==> config.mk <==
export PLATFORM = sky130hd
export DESIGN_NAME = fpnan_classify
export DESIGN_NICKNAME = d
export VERILOG_FILES = /design/src/rtl/fpnan_pkg.sv /design/src/rtl/fpnan_classify.sv
export SDC_FILE = /design/constraint.sdc
export NUM_CORES = 1
export LEC_CHECK = 0
export BUFFER_PORTS_ARGS = -buffer_cell sky130_fd_sc_hd__buf_2
export CORE_AREA = 3 3 62 64
export DETAILED_ROUTE_END_ITERATION = 8
export DIE_AREA = 0 0 65 67
export PLACE_DENSITY = 0.79
export REMOVE_ABC_BUFFERS = 1
export SYNTH_ARGS = -nofsm -noshare
export SYNTH_HDL_FRONTEND = slang
export SYNTH_SLANG_ARGS = --single-unit
==> constraint.sdc <==
create_clock -name vclk -period 3.2
set_input_delay 0.16 -clock vclk [all_inputs]
set_output_delay 0.16 -clock vclk [all_outputs]
set_load 0.005 [all_outputs]
==> src/rtl/fpnan_pkg.sv <==
package fpnan_pkg;

  localparam int OPW    = 80;
  localparam int SP_W   = 32;
  localparam int SP_EXP = 8;
  localparam int SP_FRC = 23;
  localparam int DP_W   = 64;
  localparam int DP_EXP = 11;
  localparam int DP_FRC = 52;
  localparam int XP_EXP = 15;
  localparam int XP_FRC = 63;
  localparam int XP_EB  = XP_FRC + 1;

  typedef enum logic [1:0] {
    FMT_S  = 2'b00,
    FMT_D  = 2'b01,
    FMT_X  = 2'b10,
    FMT_X2 = 2'b11
  } fmt_e;

  typedef struct packed {
    logic            nan;
    logic            snan;
    logic [OPW-1:0]  val;
  } opinfo_t;

  typedef struct packed {
    logic [OPW-1:0]  res;
    logic            nan;
    logic            snan;
    logic            trap;
  } result_t;

  function automatic logic [OPW-1:0] ones_below(input int w);
    logic [OPW-1:0] m;
    m = '0;
    for (int i = 0; i < OPW; i++) begin
      if (i < w) m[i] = 1'b1;
    end
    return m;
  endfunction

  function automatic logic [OPW-1:0] dflt_nan(input fmt_e f);
    case (f)
      FMT_S:   return ones_below(SP_W - 1);
      FMT_D:   return ones_below(DP_W - 1);
      default: return ones_below(OPW - 1);
    endcase
  endfunction

endpackage

==> src/rtl/fpnan_classify.sv <==
module fpnan_classify
  import fpnan_pkg::*;
(
  input  logic [OPW-1:0] op,
  input  fmt_e           fmt,
  output opinfo_t        info
);

  always_comb begin
    info = '0;
    case (fmt)
      FMT_S: begin
        info.nan  = (&op[SP_FRC +: SP_EXP]) && (|op[SP_FRC-1:0]);
        info.snan = info.nan && !op[SP_FRC-1];
        info.val  = OPW'(op[SP_W-1:0]);
        info.val[SP_FRC-1] = 1'b1;
      end
      FMT_D: begin
        info.nan  = (&op[DP_FRC +: DP_EXP]) && (|op[DP_FRC-1:0]);
        info.snan = info.nan && !op[DP_FRC-1];
        info.val  = OPW'(op[DP_W-1:0]);
        info.val[DP_FRC-1] = 1'b1;
      end
      default: begin
        info.nan  = (&op[XP_EB +: XP_EXP]) && (|op[XP_FRC-1:0]);
        info.snan = info.nan && !op[XP_FRC-1];
        info.val  = op;
        info.val[XP_FRC-1] = 1'b1;
      end
    endcase
  end

endmodule

==> metrics <==
setup repair bufs after CTS=0; wl on met1=1340 µm; Post-Place Cell Area=1490 µm²; first-pass iteration count of the detailed router=4; detailed-route vias per instance=4.57; Setup Slack @ Placement=1.25 ns; final setup slack of the worst path=1.30 ns; peak fanout along the critical path=3; WL final=3820 µm; result of the run=completed; post-synthesis instance total=128; VDD IR-drop max=63.8 µV; met2 wire length=2010 µm; count of instances resized after the clock tree is built=0; area taken by flip-flops and latches=0 µm²; portion of the post-synthesis area used by sequential elements=0; sequential cell count of the final layout=0; highest routed metal layer=met3; antenna diode count=0; worst stage delay on the critical path=0.40 ns; Met3 Routed Length=474 µm; Total Nets Final=341; final-report hold violation count=0; post-synthesis cell type count=21; Peak Freq=525 MHz; number of failing setup endpoints in the final timing report=0; required time at the endpoint of the critical path=3.04 ns; Core Box Area=3340 µm²; layout cell share with drive strength beyond 1=0.669; number of clock buffer instances in the layout=0; design area=1490 µm²; WHS Path Cells=2; number of stages on the worst setup path=7; hold bufs inserted after CTS=0; classification of the worst setup path=in2out; RSZ-0062 raised after global routing=no; Layout Area Growth over Synthesis=74.5%; minimum clock period=1.90 ns; most common library cell in the layout ignoring fill and taps=sky130_fd_sc_hd__buf_2; Overall Global Routing Usage=0.153; post-synthesis average cell area=6.68 µm²; part of the cycle the worst path needs=0.595; I/O Pins=164; placed wire-length estimate=3510 µm; slew of the pin with the lowest slew margin=0.536 ns; largest delay contributor family on the critical path=simple AND/OR/NAND/NOR gates; arrival time worst endpoint=1.74 ns; sequence of cells on the critical path=buf_2 > nor4_1 > nand4_1 > nor4_4 > nand4_2 > a31o_1 > buf_2; final sum of negative setup slack=0 ns; power density over the cells=116 nW/µm²; Layout fillers=366; multi-input gate area in the final layout=602 µm²; worst-path cell with the longest stage delay=sky130_fd_sc_hd__nor4_4; number of global-route vias before repair=1231; CP bufs+invs=2; horizontal extent of the die=65 µm; most used cells in the layout excluding fill and tap cells=sky130_fd_sc_hd__buf_2 (164), sky130_fd_sc_hd__nor2b_1 (30), sky130_fd_sc_hd__and2_1 (16); most frequent CP cell=sky130_fd_sc_hd__buf_2; largest net degree at the start of global routing=32; number of antenna violations at the first check in global routing=0; height of the chip=67 µm; max_slew headroom=0.640; Initial Utilization=0.256; leakage component of the power=0.881 nW; floorplan die area=4360 µm²; Worst Hold Margin=0.505 ns; Iter 0 DRT Violations=16; total power of the final layout=173 µW; drt drc=0; post-DR wirelength/cell=12.6 µm; wire length of the first global-routing pass=5440 µm; gp weighted congestion=0.885; total of warnings raised by yosys=0; floorplan row count=21; Worst Setup End Kind=primary output; element type at the critical path start=primary input; Hold Path Class=in2out; input/output buffers=164; post-detailed-route count of antenna-violating nets=0; GRT Residual Overflow=0; max-slew violation total from the final report=0; overall via count from detail_route=1386; Syn Std Cell Area=855 µm²; max cap viols=0
path summary, 6_finish.rpt:
kind	startpoint	end	slack (ns)
max	op[1]	info[80]	1.30
min	op[15]	info[15]	0.50
cells by family after synthesis:
| family | after synthesis | synth area share |
|---|---|---|
| AOI/OAI and AO/OA | 6 | 0.0498 |
| buffers and inverters | 37 | 0.299 |
| muxes | 1 | 0.0132 |
| and+or+nand+nor | 84 | 0.638 |
report_power, final:
group	internal [mW]	switching (mW)
Sequential	0	0
Combinational	0.0951	0.0780
Clock	0	0
cells in the mapped netlist, drive strengths merged:
cell | n | area share
a21o | 2 | 0.018
a31o | 1 | 0.010
and2 | 16 | 0.12
and4 | 1 | 0.010
buf | 31 | 0.27
clkbuf | 5 | 0.022
inv | 1 | 0.0044
mux2 | 1 | 0.013
nand2 | 2 | 0.0088
nand3 | 1 | 0.0059
nand4 | 11 | 0.088
nor2 | 2 | 0.0088
nor2b | 30 | 0.22
nor3 | 4 | 0.023
nor4 | 16 | 0.15
o21ai | 2 | 0.012
o32ai | 1 | 0.010
or2 | 1 | 0.0073
stage by stage:
stage / instances / util
after floorplan: 92 / -
after global placement: 303 / 0.447
after detailed placement: 303 / 0.447
after CTS: 303 / 0.447
after global routing: 303 / 0.447
final: 303 / 0.447
final cells by class:
| class | count | share of cell area |
|---|---|---|
| inverter | 1 | 0.00252 |
| tap | 46 | 0.0386 |
| timing repair buffer | 165 | 0.555 |
| multi-input combinational | 91 | 0.404 |
metal layers:
metal | global-route usage | up-vias
met5 | 0 | -
met4 | 0 | 0
met3 | 0.0270 | 0
met2 | 0.317 | 98
met1 | 0.170 | 607
li1 | - | 681
(Power assumes the default switching activity.)
